**src/rtl/irq_prio_pkg.sv**
```systemverilog
// Package: shared constants and types for the interrupt controller.
// Assumes sources are indexed in priority order, index 0 highest.
package irq_prio_pkg;
    localparam int NUM_SRC   = 8;
    localparam int CODE_W    = 4;
    localparam int MASK_W    = 4;

    typedef logic [NUM_SRC-1:0] src_vec_t;
    typedef logic [CODE_W-1:0]  code_t;

    // Source indices; code reported = index + 1
    localparam int SRC_STOP_WAKE   = 0;
    localparam int SRC_HS_OT       = 1;
    localparam int SRC_LS_OT       = 2;
    localparam int SRC_LIN_WAKE    = 3;
    localparam int SRC_LIN_FAULT   = 4;
    localparam int SRC_VM_LOW      = 5;
    localparam int SRC_VM_OVER     = 6;
    localparam int SRC_FORCED_WAKE = 7;

    // Sources that ignore the mask register
    localparam src_vec_t ALWAYS_ON = src_vec_t'((1 << SRC_STOP_WAKE) | (1 << SRC_LIN_WAKE)
                                     | (1 << SRC_VM_LOW) | (1 << SRC_FORCED_WAKE));
endpackage

```
**src/rtl/irq_pend_bank.sv**
```systemverilog
// Module: irq_pend_bank
// Holds one sticky pending flag per source. A flag sets on its event and
// clears when the matching clear bit is high, with set winning over clear.
// Assumes events are synchronous to clk.
module irq_pend_bank
    import irq_prio_pkg::*;
#(
    parameter int N = NUM_SRC
) (
    input  logic         clk,
    input  logic         rst_n,
    input  logic [N-1:0] evt,
    input  logic [N-1:0] clr,
    output logic [N-1:0] pend
);
    for (genvar i = 0; i < N; i++) begin : g_flag
        // Latch event, drop on clear unless a new event arrives together
        always_ff @(posedge clk) begin
            if (!rst_n)      pend[i] <= 1'b0;
            else if (evt[i]) pend[i] <= 1'b1;
            else if (clr[i]) pend[i] <= 1'b0;
        end


        evt_latch_chk: assert property (@(posedge clk) disable iff (!rst_n)
            evt[i] |=> pend[i]);

        clr_drop_chk: assert property (@(posedge clk) disable iff (!rst_n)
            (clr[i] && !evt[i]) |=> !pend[i]);
    end
endmodule

```
**src/rtl/irq_prio_enc.sv**
```systemverilog
// Module: irq_prio_enc
// Picks the lowest-index pending source and reports its code (index+1)
// plus a one-hot vector of the winner. Purely combinational.
module irq_prio_enc
    import irq_prio_pkg::*;
#(
    parameter int N = NUM_SRC,
    parameter int W = CODE_W
) (
    input  logic         clk,
    input  logic         rst_n,
    input  logic [N-1:0] pend,
    output logic [W-1:0] code,
    output logic [N-1:0] win
);
    // Scan from lowest priority up so the highest priority wins last
    always_comb begin
        code = '0;
        win  = '0;
        for (int i = N - 1; i >= 0; i--) begin
            if (pend[i]) begin
                code = W'(i + 1);
                win  = N'(1) << i;
            end
        end
    end


    zero_code_chk: assert property (@(posedge clk) disable iff (!rst_n)
        (code == '0) == (pend == '0));

    win_onehot_chk: assert property (@(posedge clk) disable iff (!rst_n)
        $onehot0(win) && ((win & ~pend) == '0));
endmodule

```
**src/rtl/irq_release_timer.sv**
```systemverilog
// Module: irq_release_timer
// Counts the fixed window during which the interrupt line is released after
// an acknowledge that leaves work behind. Loading 0 cancels a window.
module irq_release_timer #(
    parameter int CYCLES = 2500,
    localparam int CW    = $clog2(CYCLES + 1)
) (
    input  logic clk,
    input  logic rst_n,
    input  logic load,
    input  logic arm,
    output logic active
);
    logic [CW-1:0] cnt;

    // Load window length on arm, cancel on a plain load, else count down
    always_ff @(posedge clk) begin
        if (!rst_n)          cnt <= '0;
        else if (load)       cnt <= arm ? CW'(CYCLES) : '0;
        else if (cnt != '0)  cnt <= cnt - 1'b1;
    end

    assign active = (cnt != '0);


    count_down_chk: assert property (@(posedge clk) disable iff (!rst_n)
        (!load && cnt != '0) |=> cnt == $past(cnt) - 1'b1);

    arm_load_chk: assert property (@(posedge clk) disable iff (!rst_n)
        (load && arm) |=> active);
endmodule

```
**src/rtl/irq_prio_ctrl.sv**
```systemverilog
// Module: irq_prio_ctrl (top)
// Mask register, pending flags, priority encoder and release timer. Drives
// an active-low interrupt and returns the source code on reads and on mask
// writes. Assumes wr_en and rd_en are never high together.
module irq_prio_ctrl
    import irq_prio_pkg::*;
#(
    parameter int CLK_FREQ_HZ  = 250_000_000,
    localparam int REL_CYCLES  = CLK_FREQ_HZ / 100_000
) (
    input  logic              clk,
    input  logic              rst_n,
    input  logic              wr_en,
    input  logic [MASK_W-1:0] wr_data,
    input  logic              rd_en,
    output logic [CODE_W-1:0] rd_data,
    input  logic              ev_stop_wake,
    input  logic              ev_hs_ot,
    input  logic              ev_ls_ot,
    input  logic              ev_lin_wake,
    input  logic              ev_lin_fault,
    input  logic              ev_vm_low,
    input  logic              ev_vm_over,
    input  logic              ev_forced_wake,
    output logic              irq_n
);
    logic [MASK_W-1:0] mask_q;
    src_vec_t          evt, pend, win, clr, en, remain;
    code_t             code;
    logic              rel_active;

    assign evt = {ev_forced_wake, ev_vm_over, ev_vm_low, ev_lin_fault,
                  ev_lin_wake, ev_ls_ot, ev_hs_ot, ev_stop_wake};

    // Per-source enable: always-on sources or their group mask bit
    always_comb begin
        en = ALWAYS_ON;
        en[SRC_HS_OT]     = mask_q[3];
        en[SRC_LS_OT]     = mask_q[2];
        en[SRC_LIN_FAULT] = mask_q[1];
        en[SRC_VM_OVER]   = mask_q[0];
    end

    // Mask register, all groups enabled after reset
    always_ff @(posedge clk) begin
        if (!rst_n)      mask_q <= '1;
        else if (wr_en)  mask_q <= wr_data;
    end

    // Read data path: capture current code on read or mask write
    always_ff @(posedge clk) begin
        if (!rst_n)               rd_data <= '0;
        else if (rd_en || wr_en)  rd_data <= code;
    end

    assign clr    = rd_en ? win : '0;
    assign remain = ((pend & ~clr) | evt) & en;

    irq_pend_bank #(.N(NUM_SRC)) u_bank (
        .clk  (clk),
        .rst_n(rst_n),
        .evt  (evt),
        .clr  (clr),
        .pend (pend)
    );

    irq_prio_enc #(.N(NUM_SRC), .W(CODE_W)) u_enc (
        .clk  (clk),
        .rst_n(rst_n),
        .pend (pend),
        .code (code),
        .win  (win)
    );

    irq_release_timer #(.CYCLES(REL_CYCLES)) u_rel (
        .clk   (clk),
        .rst_n (rst_n),
        .load  (rd_en),
        .arm   (|remain),
        .active(rel_active)
    );

    // Interrupt line low when an enabled flag waits outside a release window
    assign irq_n = !((|(pend & en)) && !rel_active);


    ack_release_chk: assert property (@(posedge clk) disable iff (!rst_n)
        rd_en |=> irq_n);

    mask_load_chk: assert property (@(posedge clk) disable iff (!rst_n)
        wr_en |=> mask_q == $past(wr_data));

    rd_hold_chk: assert property (@(posedge clk) disable iff (!rst_n)
        (!rd_en && !wr_en) |=> $stable(rd_data));

    always_on_chk: assert property (@(posedge clk) disable iff (!rst_n)
        ((pend & ALWAYS_ON) != '0 && !rel_active) |-> !irq_n);
endmodule

```
**config.mk**
```make
export PLATFORM = sky130hd
export DESIGN_NAME = irq_prio_ctrl
export DESIGN_NICKNAME = d
export VERILOG_FILES = /design/src/rtl/irq_prio_pkg.sv /design/src/rtl/irq_pend_bank.sv /design/src/rtl/irq_prio_enc.sv /design/src/rtl/irq_release_timer.sv /design/src/rtl/irq_prio_ctrl.sv
export SDC_FILE = /design/constraint.sdc
export NUM_CORES = 1
export LEC_CHECK = 0
export BUFFER_PORTS_ARGS = -buffer_cell sky130_fd_sc_hd__buf_2
export CAP_MARGIN = 10
export CORE_MARGIN = 2
export CORE_UTILIZATION = 45
export DETAILED_ROUTE_END_ITERATION = 12
export PLACE_DENSITY = 0.67
export SYNTH_ARGS = -nofsm -noshare
export SYNTH_HDL_FRONTEND = slang
export SYNTH_SLANG_ARGS = --single-unit
```
**constraint.sdc**
```tcl
create_clock -name clk -period 4.8 [get_ports clk]
set_clock_uncertainty 0.15 [all_clocks]
set_input_delay 1.2 -clock clk [delete_from_list [all_inputs] [get_ports clk]]
set_output_delay 1.2 -clock clk [all_outputs]
set_load 0.1 [all_outputs]
```
==> results.yml <==
route:
  drt-initial-drc-count: 54
  wl_um: 2960
  drc: 0
  drt-pass1-iter-count: 4
  viasPerCell: 5.80
  dr_total_vias: 1236
  ant_nets: 0
  wl_per_cell_um: 13.9
setup_path:
  crit_fanout: 9
  endpoint_kind: "output pin"
  cp-start-kind: "flip-flop"
  critPathKind: "reg2out"
  arrival_ns: 2.30
  critPathRequiredTime_ns: 3.45
layout:
  final_common_cell: "dfxtp_1"
  drive_gt1_share_pct: 15.6
  mostFrequentLayoutCells: "28 x dfxtp_1, 20 x buf_2, 18 x nor2_1, 11 x nand2_1"
  area_growth_pct: 10.7
  multi_input_area_sq_um: 778
  register_area_sq_um: 561
  layout.nets: 198
  insertedDiodeCount: 0
  nFillCells: 299
sta:
  fin_crit_sh_pct: 76.1
  finalSetupTns_ns: 0
  worstMarginPinSlew_ns: 0.554
  setup_viol: 0
  hold_viol_final: 0
  maxSlewViolCount: 0
  whs_ns: 0.324
  max_freq_ghz: 0.274
  slew_headroom_pct: 62.8
  rsz0062_at_grt: "false"
  period_minus_slack_ns: 3.65
die:
  die_w_um: 59.8
  num_rows: 20
  pin_count: 21
  dieHeight_um: 59.8
  start_util_pct: 46.7
  core_sq_um: 3000
  die-area_sq_um: 3580
synthesis:
  synth_cells: 165
  ys_seq_area_share_pct: 40.0
  synth_compound_area_share_pct: 19.8
  synth_cell_types: 40
  avgSynthCellArea_sq_um: 8.49
  ys_async_sr_fraction_pct: 0
  synth_top_family_by_area: "simple AND/OR/NAND/NOR gates"
  synth_simple_gate_area_share_pct: 27.4
  synthXorXnorAreaFrac_pct: 3.13
  ys.flop_type: "dfxtp_1"
  yosys_warnings: 0
  syn-cell-area_sq_um: 1400
  syn-num-nets: 182
  synth_edf_count: 0
  synth_seq_cells: 28
  synth.area.mux_share_pct: 4.29
  yosys.area_share.adder_pct: 0.893
global_routing:
  grt_pass1_vias: 1151
  grt.total_usage_pct: 18.5
  grt_max_degree: 23
  grt_pass1_wl_um: 5110
  antenna_found_initial: 0
  overflow: 0
cts:
  clock_path_buffers: 2
  htree_levels: 1
  cts_tree: "done"
  cts_hold_buf: 0
  worstSkewPairLatency_ns: 0.34
  cts_setup_buffers: 0
  cts_sinks: 28
  cts_resized: 0
  path_clk_slew_ns: 0.16
  numCtsBuffers: 3
  clockRootBuffer: "clkbuf_4"
pwr:
  p_leak_uw: 0.000620
  power_density_nw_per_um2: 359
  switching_share_pct: 31.3
  power_frac_clock_pct: 28.8
  p_seq_share_pct: 49.1
  vdd_ir_drop_max_v: 0.000186
  p_int_uw: 382
  p_sw_uw: 174
  combPwrFrac_pct: 22.2
  power.total_uw: 556
flow_run:
  cap_violations: 0
place:
  io_buffers: 20
  routabilityCongestion: 0.820
  dp_hpwl_um: 2230
hold_path:
  min_path_type: "reg2reg"
status:
  run_status: "completed"
[synth_stat cells, types with 2 or more instances]
library cell  number  share of area (%)
clkbuf_1           6                1.6
mux2i_1            6                4.3
nor2b_1            7                3.1
a21boi_0           3                1.6
a2111o_1           2                1.6
nand2_1           11                2.9
o21ai_0            6                2.1
xnor2_1            2                1.3
nor3_1            10                3.6
a211oi_1           2                1.1
a22oi_1            2                1.1
nand2b_1           3                1.3
nor4_1             3                1.3
nand4_1            2               0.89
buf_2              2               0.71
nor2_1            18                4.8
a21oi_1           10                3.6
xor2_1             3                1.9
nor4_2             2                1.8
o21ai_1            3                1.1
o31ai_1            3                1.6
inv_1              5                1.3
nand3_1            4                1.4
nor3b_1            3                1.6
o21a_1             2                1.1
dfxtp_1           28                 40
or4b_1             2                1.4
and2_1             3                1.3
[worst paths after layout]
kind | depth (start not counted) | startpoint | slack [ns] | end
hold / removal | 2 | rd_data[1] | 0.32 | rd_data[1]
setup reg to reg | 5 | u_bank.pend[0] | 2.62 | u_rel.cnt[6]
hold reg to reg | 2 | rd_data[1] | 0.32 | rd_data[1]
setup / recovery | 4 | u_rel.cnt[3] | 1.15 | irq_n
[cell type report]
cell class / instances / share of cell area [%]
repair buffers: 20 / 6.45
flip-flops and latches: 28 / 36.1
clock buffers: 3 / 1.45
clock inverters: 1 / 1.94
multi-input cells: 123 / 50.2
well taps: 33 / 2.66
inverters: 5 / 1.21
[stage by stage]
step	setup WS, ns	std cells	util (%)	instance area (sq um)
floorplan	1.87	165	-	1400
global placement	1.61	209	49.9	1500
detailed placement	1.57	209	49.9	1500
CTS	1.15	213	51.7	1550
global route	0.886	213	51.7	1550
finish	1.15	213	51.7	1550
[kinds of logic (layout without fill, tap and decap cells)]
logic type / Yosys count / in the layout
mux: 6 / 6
xor+xnor: 5 / 5
fa+ha+maj: 1 / 1
buf+inv: 14 / 29
flops: 28 / 28
simple gates: 71 / 71
compound gates: 40 / 40
[power groups by stage]
stage	clock, uW	sequential (uW)	combinational [uW]
final	160	273	123
after global routing	171	276	138
after detailed placement	0	278	123
after global placement	0	276	120
after floorplan	0	284	89.9
after CTS	161	273	124
[per-layer routing]
layer  wire [um]  share of wire (%)  GRT usage, %  vias to the layer above
li1            -                  -             -                      624
met1        1470                 50          26.3                      577
met2        1330                 45          28.9                       29
met3         123                4.2          2.60                        6
met4          44                1.5          5.71                        0
met5           0                  0             0                        -
[sequential cells by signal (all words and copies together), names as in the netlist]
register and count:
mask_q 4, rd_data 4, u_bank.pend 8, u_rel.cnt 12
[worst max-delay path, stage by stage (launching register included)]
cell and delay (ns):
dfxtp_1 0.37, nor3_1 0.48, nand4_1 0.47, a31o_2 0.36
buf_2 0.29
Power figures use the tool's default switching activity.
